==> src/rtl/cond_state_pkg.sv <==
package cond_state_pkg;
  localparam int CMP_W    = 2;
  localparam int CHAR_W   = CMP_W + 2;
  localparam int CMP_LSB  = 0;
  localparam int OVF_POS  = CMP_LSB + CMP_W;
  localparam int MODE_POS = OVF_POS + 1;
  localparam int CLS_W    = 3;

  typedef enum logic [CLS_W-1:0] {
    CLS_ARITH = 3'd0,
    CLS_MULT  = 3'd1,
    CLS_FLOAT = 3'd2,
    CLS_MOVE  = 3'd3,
    CLS_OTHER = 3'd4
  } res_cls_e;

  typedef struct packed {
    logic             mode;
    logic             ovf;
    logic [CMP_W-1:0] cmp;
  } flags_t;
endpackage

==> src/rtl/cond_flag_stage.sv <==
module cond_flag_stage
  import cond_state_pkg::*;
(
  input  flags_t             cur,
  input  logic               res_v,
  input  logic [CLS_W-1:0]   res_cls,
  input  logic               res_ovf,
  input  logic               res_exp_oor,
  input  logic [CMP_W-1:0]   res_cmp,
  input  logic               br_ovf,
  input  logic               set_mode,
  input  logic               mode_val,
  output flags_t             staged
);
  logic ovf_hit;

  always_comb begin
    ovf_hit = 1'b0;
    unique case (res_cls)
      CLS_ARITH, CLS_MOVE: ovf_hit = res_ovf;
      CLS_FLOAT:           ovf_hit = res_ovf | res_exp_oor;
      default:             ovf_hit = 1'b0;
    endcase
  end

  always_comb begin
    staged = cur;
    if (res_v) begin
      staged.cmp = res_cmp;
      staged.ovf = cur.ovf | ovf_hit;
    end
    if (br_ovf)   staged.ovf  = 1'b0;
    if (set_mode) staged.mode = mode_val;
  end
endmodule

==> src/rtl/cond_char_codec.sv <==
module cond_char_codec
  import cond_state_pkg::*;
(
  input  flags_t              to_pack,
  output logic [CHAR_W-1:0]   packed_char,
  input  logic [CHAR_W-1:0]   from_char,
  output flags_t              unpacked
);
  always_comb begin
    packed_char = '0;
    packed_char[MODE_POS] = to_pack.mode;
    packed_char[OVF_POS]  = to_pack.ovf;
    for (int i = 0; i < CMP_W; i++)
      packed_char[CMP_LSB+i] = to_pack.cmp[i];
  end

  always_comb begin
    unpacked.mode = from_char[MODE_POS];
    unpacked.ovf  = from_char[OVF_POS];
    for (int i = 0; i < CMP_W; i++)
      unpacked.cmp[i] = from_char[CMP_LSB+i];
  end
endmodule

==> src/rtl/cond_state_unit.sv <==
module cond_state_unit
  import cond_state_pkg::*;
(
  input  logic               clk,
  input  logic               rst_n,
  input  logic               res_v,
  input  logic [2:0]         res_cls,
  input  logic               res_ovf,
  input  logic               res_exp_oor,
  input  logic [1:0]         res_cmp,
  input  logic               br_ovf,
  input  logic               set_mode,
  input  logic               mode_val,
  input  logic               io_done,
  input  logic               irq_clr,
  input  logic               instr_end,
  input  logic               svc_call,
  input  logic               svc_ret,
  input  logic               sub_enter,
  input  logic               sub_exit,
  input  logic [3:0]         rest_char,
  output logic               ovf_flag,
  output logic [1:0]         cmp_flags,
  output logic               mode_flag,
  output logic               irq_pend,
  output logic               normal_st,
  output logic               auto_br,
  output logic               save_we,
  output logic               save_stack,
  output logic [3:0]         save_char
);
  flags_t flags_q, flags_d, staged, restored;
  logic   irq_q, irq_d, normal_q, normal_d;
  logic   flags_en, irq_en, normal_en;
  logic   ctrl_entry, any_save, any_restore;
  logic [CHAR_W-1:0] char_w;

  cond_flag_stage u_stage (
    .cur         (flags_q),
    .res_v       (res_v),
    .res_cls     (res_cls),
    .res_ovf     (res_ovf),
    .res_exp_oor (res_exp_oor),
    .res_cmp     (res_cmp),
    .br_ovf      (br_ovf),
    .set_mode    (set_mode),
    .mode_val    (mode_val),
    .staged      (staged)
  );

  cond_char_codec u_codec (
    .to_pack     (staged),
    .packed_char (char_w),
    .from_char   (rest_char),
    .unpacked    (restored)
  );

  // event decode
  always_comb begin
    auto_br     = instr_end & irq_q & normal_q;
    ctrl_entry  = svc_call | auto_br;
    any_save    = ctrl_entry | sub_enter;
    any_restore = (svc_ret | sub_exit) & ~any_save;
  end

  // next state for the saveable flags
  always_comb begin
    flags_en = res_v | br_ovf | set_mode | any_save | any_restore;
    if (ctrl_entry) begin
      flags_d = '0;
    end else if (sub_enter) begin
      flags_d     = staged;
      flags_d.ovf = 1'b0;
    end else if (any_restore) begin
      flags_d = restored;
    end else begin
      flags_d = staged;
    end
  end

  // next state for interrupt and state flags
  always_comb begin
    irq_en    = io_done | irq_clr;
    irq_d     = io_done ? 1'b1 : 1'b0;
    normal_en = ctrl_entry | (svc_ret & ~any_save);
    normal_d  = ~ctrl_entry;
  end

  always_ff @(posedge clk or negedge rst_n) begin
    if (!rst_n) begin
      flags_q  <= '0;
      irq_q    <= 1'b0;
      normal_q <= 1'b0;
    end else begin
      if (flags_en)  flags_q  <= flags_d;
      if (irq_en)    irq_q    <= irq_d;
      if (normal_en) normal_q <= normal_d;
    end
  end

  assign ovf_flag   = flags_q.ovf;
  assign cmp_flags  = flags_q.cmp;
  assign mode_flag  = flags_q.mode;
  assign irq_pend   = irq_q;
  assign normal_st  = normal_q;
  assign save_we    = any_save;
  assign save_stack = sub_enter & ~ctrl_entry;
  assign save_char  = char_w;
endmodule

==> config.mk <==
export PLATFORM = sky130hd
export DESIGN_NAME = cond_state_unit
export DESIGN_NICKNAME = d
export VERILOG_FILES = /design/src/rtl/cond_state_pkg.sv /design/src/rtl/cond_flag_stage.sv /design/src/rtl/cond_char_codec.sv /design/src/rtl/cond_state_unit.sv
export SDC_FILE = /design/constraint.sdc
export NUM_CORES = 1
export LEC_CHECK = 0
export ABC_AREA = 1
export BUFFER_PORTS_ARGS = -buffer_cell sky130_fd_sc_hd__buf_4
export CAP_MARGIN = 20
export CORE_AREA = 2 2 39 41
export DETAILED_ROUTE_END_ITERATION = 6
export DIE_AREA = 0 0 41 43
export GPL_ROUTABILITY_DRIVEN = 0
export HOLD_SLACK_MARGIN = 0.06
export PLACE_DENSITY = 0.8
export SYNTH_ARGS = -nofsm -noshare
export SYNTH_HDL_FRONTEND = slang
export SYNTH_SLANG_ARGS = --single-unit
==> constraint.sdc <==
create_clock -name clk -period 1.15 [get_ports clk]
set_input_delay 0.115 -clock clk [delete_from_list [all_inputs] [get_ports clk]]
set_output_delay 0.115 -clock clk [all_outputs]
set_load 0.01 [all_outputs]
==> impl_results.md, run 1 <==
- Status: finished with violations
- Violated checks: setup timing
- Cell types occupying the most area after synthesis: sky130_fd_sc_hd__dfrtp_1 37%, sky130_fd_sc_hd__nand2_1 24%, sky130_fd_sc_hd__inv_1 10%
- Clock Path Buffers: 2
- Final WL: 1.39 mm
- Average size of a mapped cell: 6.67 um^2
- Type of the setup path with the least slack: reg -> out
- Setup slack on the worst flop-to-flop path: 50 ps
- Sequential share of the synthesized area: 36.9%
- Vias in the first global route: 515
- R2R cell count: 6
- Worst IR Drop VDD: 0.415 mV
- Post-detail-place hpwl: 990 um
- Die Span X: 41 um
- Antenna Cells: 0
- FILL cells: 124
- Kind of end point of the critical path: output port
- Endpoint of the worst hold path: irq_pend
- Root buf cell: sky130_fd_sc_hd__clkbuf_4
- Top cell type's share of synthesized area: 36.9%
- Relative area change from synthesis to final layout: 113%
- Number of pins with negative max-slew slack in the final report: 0
- Worst clock skew: 4.10 ps
- Pin slew with the least headroom to its limit: 188 ps
- Proportion of layout cells with a drive suffix above 1: 55.8%
- Fin crit period: 1180 ps
- Post-route setup slack: -32.2 ps
- Worst slack after detailed placement: 86.5 ps
- DRC violations left: 0
- Insertion delay to the later sink of the worst-skew pair: 250 ps
- Class of the worst hold path: in -> reg
- Number of primary I/O pins: 37
- Synth Cell Area: 407 um^2
- Number of standard-cell rows in the floorplan: 14
- CTS tree: yes
- Area after detailed placement: 697 um^2
- Effective utilization at floorplan: 29.4%
- Total power density per cell area: 798 mW/mm^2
- Maximum number of pins on one net before global-route repair: 7
- FF+latch count, synth: 6
- Most common cell after layout, fill and taps aside: sky130_fd_sc_hd__buf_4
- Vertical die dimension: 43 um
- Worst EP required: 1030 ps
- Post-layout net count: 139
- Number of warning messages in the yosys log: 0
- Global route overflow: 0
- Number of port buffers: 36
- First drt pass iteration count: 4
- Clock buffer count from CTS: 3
- RSZ-0062 raised after global routing: yes
- Detailed Route Iter0 Violations: 8
- Cell area after layout: 866 um^2
- Fmax: 846 MHz
- Synthesized Nets: 85
- Largest area contributor in the netlist: sky130_fd_sc_hd__dfrtp_1
- CTS H-Tree Depth: 1
- Wire length of the first global-routing pass: 1.95 mm
- Tightest slew margin relative to the limit: 87.5%
- Die area: 0.00176 mm^2
- Worst flop-to-flop path endpoint: cmp_flags[1]
- Reg-to-reg startpoint: irq_pend
- Min Hold Slack: 74.1 ps
- Launch point of the worst hold path: io_done
- Number of distinct library cells after synthesis: 13
- Avg WL per Cell: 10.7 um
- Min-Delay Path Depth: 2
- Biggest fanout along the worst timing path: 4
- Global-route usage over all layers: 16.9%
- Hold Violations, Final: 0
- Pleak: 0.503 nW
- Share of the cycle needed by the critical path after routing: 103%
- Arrival time of data at the critical path endpoint: 1070 ps
- Type of origin of the critical path: register
- # clock sinks: 6
- Core area: 0.00138 mm^2
- Top library cells by usage in the layout, fill and taps aside: 44 x sky130_fd_sc_hd__buf_4, 22 x sky130_fd_sc_hd__nand2_1, 10 x sky130_fd_sc_hd__inv_1
- Worst-path clk slew: 50 ps
- Number of cells produced by synthesis: 61
- Number of max-cap violations: 0
- Via count: 585
- Initial antenna violation count: 0
- Post-route antenna net violation count: 0
- Vias per inst: 4.53
- Count of endpoints failing setup in the final report: 3
worst max-delay path by stage:
stage | cells after the start | from | end
5_1_grt | 4 | irq_pend | save_stack
2_1_floorplan | 6 | irq_pend | cmp_flags[0]
6_report | 4 | normal_st | auto_br
4_1_cts | 4 | irq_pend | auto_br
3_3_place_gp | 7 | irq_pend | ovf_flag
3_5_place_dp | 6 | irq_pend | cmp_flags[1]
critical path, cell delays in order, from the launching register on:
cell                      delay [ps]
sky130_fd_sc_hd__dfrtp_1         410
sky130_fd_sc_hd__nand3_4         140
sky130_fd_sc_hd__buf_6           140
sky130_fd_sc_hd__inv_2            40
sky130_fd_sc_hd__buf_6            90
state kept, by name (all words and copies together), names as in the netlist:
register / cells
cmp_flags: 2
irq_pend: 1
mode_flag: 1
normal_st: 1
ovf_flag: 1
cell families (layout without fill, tap and decap cells):
| group | after synthesis | count (layout) | share of synthesized area, % |
|---|---|---|---|
| AND/OR/NAND/NOR | 37 | 37 | 44.0 |
| AO/OA/AOI/OAI | 6 | 6 | 8.00 |
| buffers and inverters | 12 | 64 | 11.1 |
| flip-flops | 6 | 6 | 36.9 |
stage by stage:
step                      setup TNS [ps]  total power, mW  util [%]  std cells
after floorplan                        0            0.314         -         61
after global placement                 0            0.433      50.4        113
after detailed placement               0            0.437      50.4        113
after CTS                           -147            0.664      56.6        121
after global routing                -264            0.730      62.6        129
final                              -74.1            0.691      62.6        129
power by group:
group	leakage [nW]	switching [mW]	internal, mW	total [mW]
Sequential	0.0777	0.0113	0.225	0.236
Combinational	0.411	0.108	0.145	0.254
Clock	0.0138	0.0824	0.118	0.201
Total	0.503	0.202	0.489	0.691
routing by layer:
metal,vias to the layer above,share of wire (%),GRT usage [%]
met4,0,2.1,10.0
met1,259,35,17.4
li1,290,-,-
met3,3,13,3.66
met2,33,50,28.7
met5,-,0,0
final cells by class:
class,count,area (um^2),area share [%]
Sequential cell,6,150,17.3
Clock buffer,3,22.5,2.60
Tap cell,16,20.0,2.31
Timing Repair Buffer,49,384,44.4
Multi-Input combinational cell,43,244,28.2
Inverter,12,45.0,5.20
cells in the mapped netlist:
| cell type | n |
|---|---|
| sky130_fd_sc_hd__nor2_4 | 2 |
| sky130_fd_sc_hd__a21oi_1 | 3 |
| sky130_fd_sc_hd__nand2_1 | 26 |
| sky130_fd_sc_hd__inv_1 | 11 |
| sky130_fd_sc_hd__o21bai_1 | 1 |
| sky130_fd_sc_hd__dfrtp_1 | 6 |
| sky130_fd_sc_hd__inv_2 | 1 |
| sky130_fd_sc_hd__nand3_4 | 1 |
| sky130_fd_sc_hd__nand4_1 | 1 |
| sky130_fd_sc_hd__nand3_2 | 1 |
| sky130_fd_sc_hd__nor2_1 | 4 |
| sky130_fd_sc_hd__o21ai_0 | 2 |
| sky130_fd_sc_hd__nand3_1 | 2 |
repair_timing:
item                                    4_1_cts  5_1_grt
hold buffers                                  2        0
pin swaps                                     3        4
setup buffers                                 3        8
resized for setup                             5        8
endpoints found under the hold margin         7        0
endpoints found under the setup margin        2        8
Note: power is estimated with default switching activity, not from simulation.
==> run 2: changes to the inputs <==
Settings changed: CELL_PAD_IN_SITES_DETAIL_PLACEMENT set to 1, CELL_PAD_IN_SITES_GLOBAL_PLACEMENT set to 2, CORE_AREA 2 2 39 41 to not set, CORE_UTILIZATION set to 15, DIE_AREA 0 0 41 43 to not set, PLACE_DENSITY 0.8 to 0.85, SETUP_SLACK_MARGIN set to 0.15.
==> impl_results.md, run 2 (synthesis gave the netlist of run 1 again) <==
- Status: finished with violations
- Violated checks: setup timing
- Avg WL per Cell: 12.3 um (+15%)
- Type of the setup path with the least slack: reg -> out
- First drt pass iteration count: 4 (unchanged)
- Total power density per cell area: 759 mW/mm^2 (-4.9%)
- Worst flop-to-flop path endpoint: mode_flag
- Tightest slew margin relative to the limit: 87.2% (-0.21 points)
- Clock buffer count from CTS: 3 (unchanged)
- Number of pins with negative max-slew slack in the final report: 0 (unchanged)
- Type of origin of the critical path: register
- CP peak stage delay: 430 ps (+20 ps)
- Last element of the critical path: save_we
- Number of primary I/O pins: 37 (unchanged)
- Vias in the first global route: 609 (+18%)
- Setup slack on the worst flop-to-flop path: -30 ps (-80 ps)
- Insertion delay to the later sink of the worst-skew pair: 250 ps (about the same)
- CTS H-Tree Depth: 1 (unchanged)
- Crit. Startpoint: irq_pend
- Die Span X: 54.1 um (+32%)
- Biggest fanout along the worst timing path: 4 (unchanged)
- # clock sinks: 6 (unchanged)
- Post-layout net count: 144 (+3.6%)
- Relative area change from synthesis to final layout: 146%
- Number of port buffers: 36 (unchanged)
- Antenna Cells: 0 (unchanged)
- Reg-to-reg startpoint: irq_pend
- Kind of end point of the critical path: output port
- Flip-flop count of the largest register after layout: 2 (unchanged)
- Detailed Route Iter0 Violations: 5 (-3)
- CTS tree: yes
- Number of standard-cell rows in the floorplan: 18 (+4)
- Critical Path Slowest Stage Cell: sky130_fd_sc_hd__dfrtp_2
- Vias per inst: 4.08 (-10%)
- Share of the cycle needed by the critical path after routing: 105% (+1.9 points)
- Hold Violations, Final: 0 (unchanged)
- Cell area after layout: 0.00100 mm^2 (+16%)
- Pin slew with the least headroom to its limit: 191 ps (+3.22 ps)
- Worst-path clk slew: 50 ps (about the same)
- Effective utilization at floorplan: 16.1% (-13 points)
- Most used cell, CP: sky130_fd_sc_hd__nand3_4
- Final WL: 1.82 mm (+31%)
- Vertical die dimension: 54.1 um (+26%)
- Post-route setup slack: -54.3 ps (-22.1 ps)
- RSZ-0062 raised after global routing: yes
- Worst EP required: 1030 ps (about the same)
- DRC violations left: 0 (unchanged)
- Class of the worst hold path: in -> reg
- Post-route antenna net violation count: 0 (unchanged)
- FILL cells: 307 (+150%)
- Initial antenna violation count: 0 (unchanged)
- Core area: 0.00252 mm^2 (+82%)
- Global-route usage over all layers: 12.3% (-4.6 points)
- Fin crit period: 1200 ps (+22.1 ps)
- Pleak: 0.545 nW (+8.4%)
- Proportion of layout cells with a drive suffix above 1: 65.3% (+9.5 points)
- Top library cells by usage in the layout, fill and taps aside: 33 x sky130_fd_sc_hd__buf_4, 20 x sky130_fd_sc_hd__buf_6, 17 x sky130_fd_sc_hd__nand2_1
- Maximum number of pins on one net before global-route repair: 7 (unchanged)
- Fmax: 830 MHz (-1.8%)
- Clock Path Buffers: 2 (unchanged)
- Post-detail-place hpwl: 1.20 mm (+22%)
- Via count: 604 (+3.2%)
- R2R cell count: 6 (unchanged)
- Arrival time of data at the critical path endpoint: 1090 ps (+20 ps)
- Worst clock skew: 2.62 ps (-1.48 ps)
- Global route overflow: 0 (unchanged)
- Sequence of cells on the critical path: nand3_4, nand3_4, buf_6
- Die area: 0.00292 mm^2 (+66%)
- Count of endpoints failing setup in the final report: 7 (+4)
- Worst IR Drop VDD: 0.288 mV (-31%)
- Root buf cell: sky130_fd_sc_hd__clkbuf_4
- Number of max-cap violations: 0 (unchanged)
- Wire length of the first global-routing pass: 2.44 mm (+25%)
- Min Hold Slack: 84.4 ps (+10.3 ps)
- Most common cell after layout, fill and taps aside: sky130_fd_sc_hd__buf_4
- Area after detailed placement: 714 um^2 (+2.5%)
[run 2: cell types whose count changed in the layout (fill, tap and decap cells not counted), moves of 5 or more]
cell / change
sky130_fd_sc_hd__nand2_2: +5
sky130_fd_sc_hd__buf_4: -11
sky130_fd_sc_hd__nand2_1: -5
sky130_fd_sc_hd__buf_6: +17
[run 2: routing by layer]
metal / routed length, um / share of wire [%] / GRT usage, %
met5: 0 / 0 / 0
met4: 16 / 0.88 / 7.69
met3: 97 / 5.3 / 1.98
met2: 1060 / 58 / 25.5
met1: 645 / 35 / 10.5
[run 2: repair_timing]
action | CTS | global route
hold endpoints to repair | 6 | 0
pin swaps | 10 | 11
hold buffers | 1 | 0
gates resized for setup | 19 | 21
endpoints found under the setup margin | 11 | 17
buffers inserted | 13 | 4
[run 2: worst min path at each step]
stage          startpoint           end  cells past startpoint
6_report          irq_clr      irq_pend                      2
4_1_cts           irq_clr      irq_pend                      2
3_5_place_dp        rst_n      irq_pend                      1
5_1_grt           irq_clr      irq_pend                      2
2_1_floorplan       rst_n  cmp_flags[0]                      0
3_3_place_gp        rst_n      ovf_flag                      1
[run 2: critical path, delay by kind of cell (launching register included)]
family	cells	cell delay, ps
DFF	1	430
and+or+nand+nor	2	250
buffers and inverters	1	150
[run 2: area by class of cell]
type / count / area [um^2] / share of cell area, %
Timing Repair Buffer: 54 / 483 / 48.2
Tap cell: 30 / 37.5 / 3.75
Inverter: 12 / 47.5 / 4.74
Clock buffer: 3 / 22.5 / 2.25
Sequential cell: 6 / 151 / 15.1
Multi-Input combinational cell: 43 / 260 / 26.0
[run 2: through the flow]
step           TNS [ps]  cells  util [%]  total power, mW  worst slack (ps)
6_report           -181    148      39.7            0.761             -54.3
3_3_place_gp          0    127      28.3            0.438               115
5_1_grt            -560    148      39.7            0.802              -100
3_5_place_dp          0    127      28.3            0.444              59.8
2_1_floorplan         0     61         -            0.314               103
4_1_cts           -85.4    144      35.9            0.720             -40.1
[run 2: power by group]
| group | internal [mW] | switching [mW] |
|---|---|---|
| logic | 0.186 | 0.132 |
| clock network | 0.119 | 0.0860 |
| registers | 0.226 | 0.0127 |
| total | 0.530 | 0.231 |
==> run 3: changes to the inputs <==
Settings changed: GPL_TIMING_DRIVEN set to 0, SKIP_CTS_REPAIR_TIMING set to 1.
==> impl_results.md, run 3 (synthesis gave the netlist of run 1 again) <==
- Status: finished with violations
- Violated checks: setup timing
- Cell area after layout: 873 um^2 (-13%)
- Number of port buffers: 36 (unchanged)
- Maximum number of pins on one net before global-route repair: 7 (unchanged)
- Via count: 552 (-8.6%)
- Proportion of layout cells with a drive suffix above 1: 55.6% (-9.7 points)
- Number of pins with negative max-slew slack in the final report: 0 (unchanged)
- Post-layout net count: 134 (-6.9%)
- Global-route usage over all layers: 9.41% (-2.9 points)
- Most common cell after layout, fill and taps aside: sky130_fd_sc_hd__buf_4
- Worst-path clk slew: 40 ps (about the same)
- Type of origin of the critical path: register
- First drt pass iteration count: 1 (-3)
- Avg WL per Cell: 10.8 um (-12%)
- CTS tree: yes
- Class of the worst hold path: in -> reg
- Min-Delay Path Depth: 2 (unchanged)
- Wire length of the first global-routing pass: 1.85 mm (-24%)
- Post-detail-place hpwl: 1.13 mm (-6.0%)
- Root buf cell: sky130_fd_sc_hd__clkbuf_4
- Share of the cycle needed by the critical path after routing: 104% (-0.83 points)
- Final WL: 1.49 mm (-18%)
- Worst IR Drop VDD: 0.299 mV (+3.8%)
- Type of the setup path with the least slack: reg -> out
- Global route overflow: 0 (unchanged)
- Die area: 0.00292 mm^2 (unchanged)
- Post-route antenna net violation count: 0 (unchanged)
- R2R cell count: 6 (unchanged)
- Biggest fanout along the worst timing path: 5 (+1)
- Flip-flop count of the largest register after layout: 2 (unchanged)
- # clock sinks: 6 (unchanged)
- Hold Violations, Final: 0 (unchanged)
- CTS H-Tree Depth: 1 (unchanged)
- DRC violations left: 0 (unchanged)
- Vias per inst: 4.00 (-2.0%)
- Vias in the first global route: 492 (-19%)
- Finished Layout Cells: 138 (-6.8%)
- Post-route setup slack: -44.7 ps (+9.53 ps)
- Area after detailed placement: 714 um^2 (unchanged)
- Clock buffer count from CTS: 3 (unchanged)
- Fmax: 837 MHz (+0.80%)
- Total power density per cell area: 783 mW/mm^2 (+3.1%)
- Kind of end point of the critical path: output port
- Arrival time of data at the critical path endpoint: 1080 ps (about the same)
- Effective utilization at floorplan: 16.1% (unchanged)
- DP Cell Count: 127 (unchanged)
- Insertion delay to the later sink of the worst-skew pair: 240 ps (about the same)
- RSZ-0062 raised after global routing: yes
- Number of primary I/O pins: 37 (unchanged)
- Core area: 0.00252 mm^2 (unchanged)
- Top library cells by usage in the layout, fill and taps aside: 32 x sky130_fd_sc_hd__buf_4, 20 x sky130_fd_sc_hd__nand2_1, 10 x sky130_fd_sc_hd__buf_6
- Die Span X: 54.1 um (unchanged)
- Fin crit period: 1190 ps (-9.53 ps)
- Worst EP required: 1030 ps (about the same)
- Number of max-cap violations: 0 (unchanged)
- Pin slew with the least headroom to its limit: 205 ps (+13.5 ps)
- Worst clock skew: 3.53 ps (+0.908 ps)
- Tightest slew margin relative to the limit: 86.3% (-0.90 points)
- Number of standard-cell rows in the floorplan: 18 (unchanged)
- Initial antenna violation count: 0 (unchanged)
- Antenna Cells: 0 (unchanged)
- Count of endpoints failing setup in the final report: 3 (-4)
- Clock Path Buffers: 2 (unchanged)
- Pleak: 0.483 nW (-11%)
- Detailed Route Iter0 Violations: 0 (-5)
- Vertical die dimension: 54.1 um (unchanged)
- Relative area change from synthesis to final layout: 115%
run 3: cell count changes in the layout (fill, tap and decap cells not counted), sizes merged:
| cell | before | now |
|---|---|---|
| buf | 53 | 42 |
| dlygate4sd3 | 1 | 2 |
run 3: critical path, cell delays in order (launching register included):
cell and delay (ps):
sky130_fd_sc_hd__dfrtp_1 430, sky130_fd_sc_hd__nand3_4 150, sky130_fd_sc_hd__nand3_4 120, sky130_fd_sc_hd__buf_6 150
run 3: final timing paths:
path                       startpoint            to  slack, ps
min                           io_done      irq_pend         80
min in group asynchronous       rst_n     mode_flag        220
max                          irq_pend       save_we        -40
max in group asynchronous       rst_n     normal_st        810
max reg2reg                  irq_pend  cmp_flags[0]          0
min reg2reg                  ovf_flag      ovf_flag        500
run 3: stage by stage:
| stage | util, % | hold WS, ps | setup WS (ps) | total power [mW] | TNS (ps) |
|---|---|---|---|---|---|
| final | 34.6 | 77.1 | -44.7 | 0.684 | -120 |
| after global routing | 34.6 | 68.4 | -122 | 0.730 | -732 |
| after CTS | 29.2 | -332 | -117 | 0.637 | -137 |
| after detailed placement | 28.3 | -71.5 | 57.0 | 0.441 | 0 |
| after global placement | 28.3 | -74.6 | 78.4 | 0.436 | 0 |
| after floorplan | - | -181 | 103 | 0.314 | 0 |
run 3: layer usage:
metal	wire length [um]	track usage, %
met2	801	17.1
met3	100	1.13
met4	29	8.97
met5	0	0
met1	560	9.02
run 3: cell type report:
class                   instances  area, um^2
repair buffers                 44         373
well taps                      30        37.5
flip-flops and latches          6         150
clock buffers                   3        22.5
multi-input cells              43         245
fillers                       333        1650
inverters                      12        45.0
run 3: report_power, final:
part	switching, mW	internal, mW	total, mW
registers	0.0132	0.225	0.239
clock network	0.0702	0.118	0.188
logic	0.110	0.148	0.257
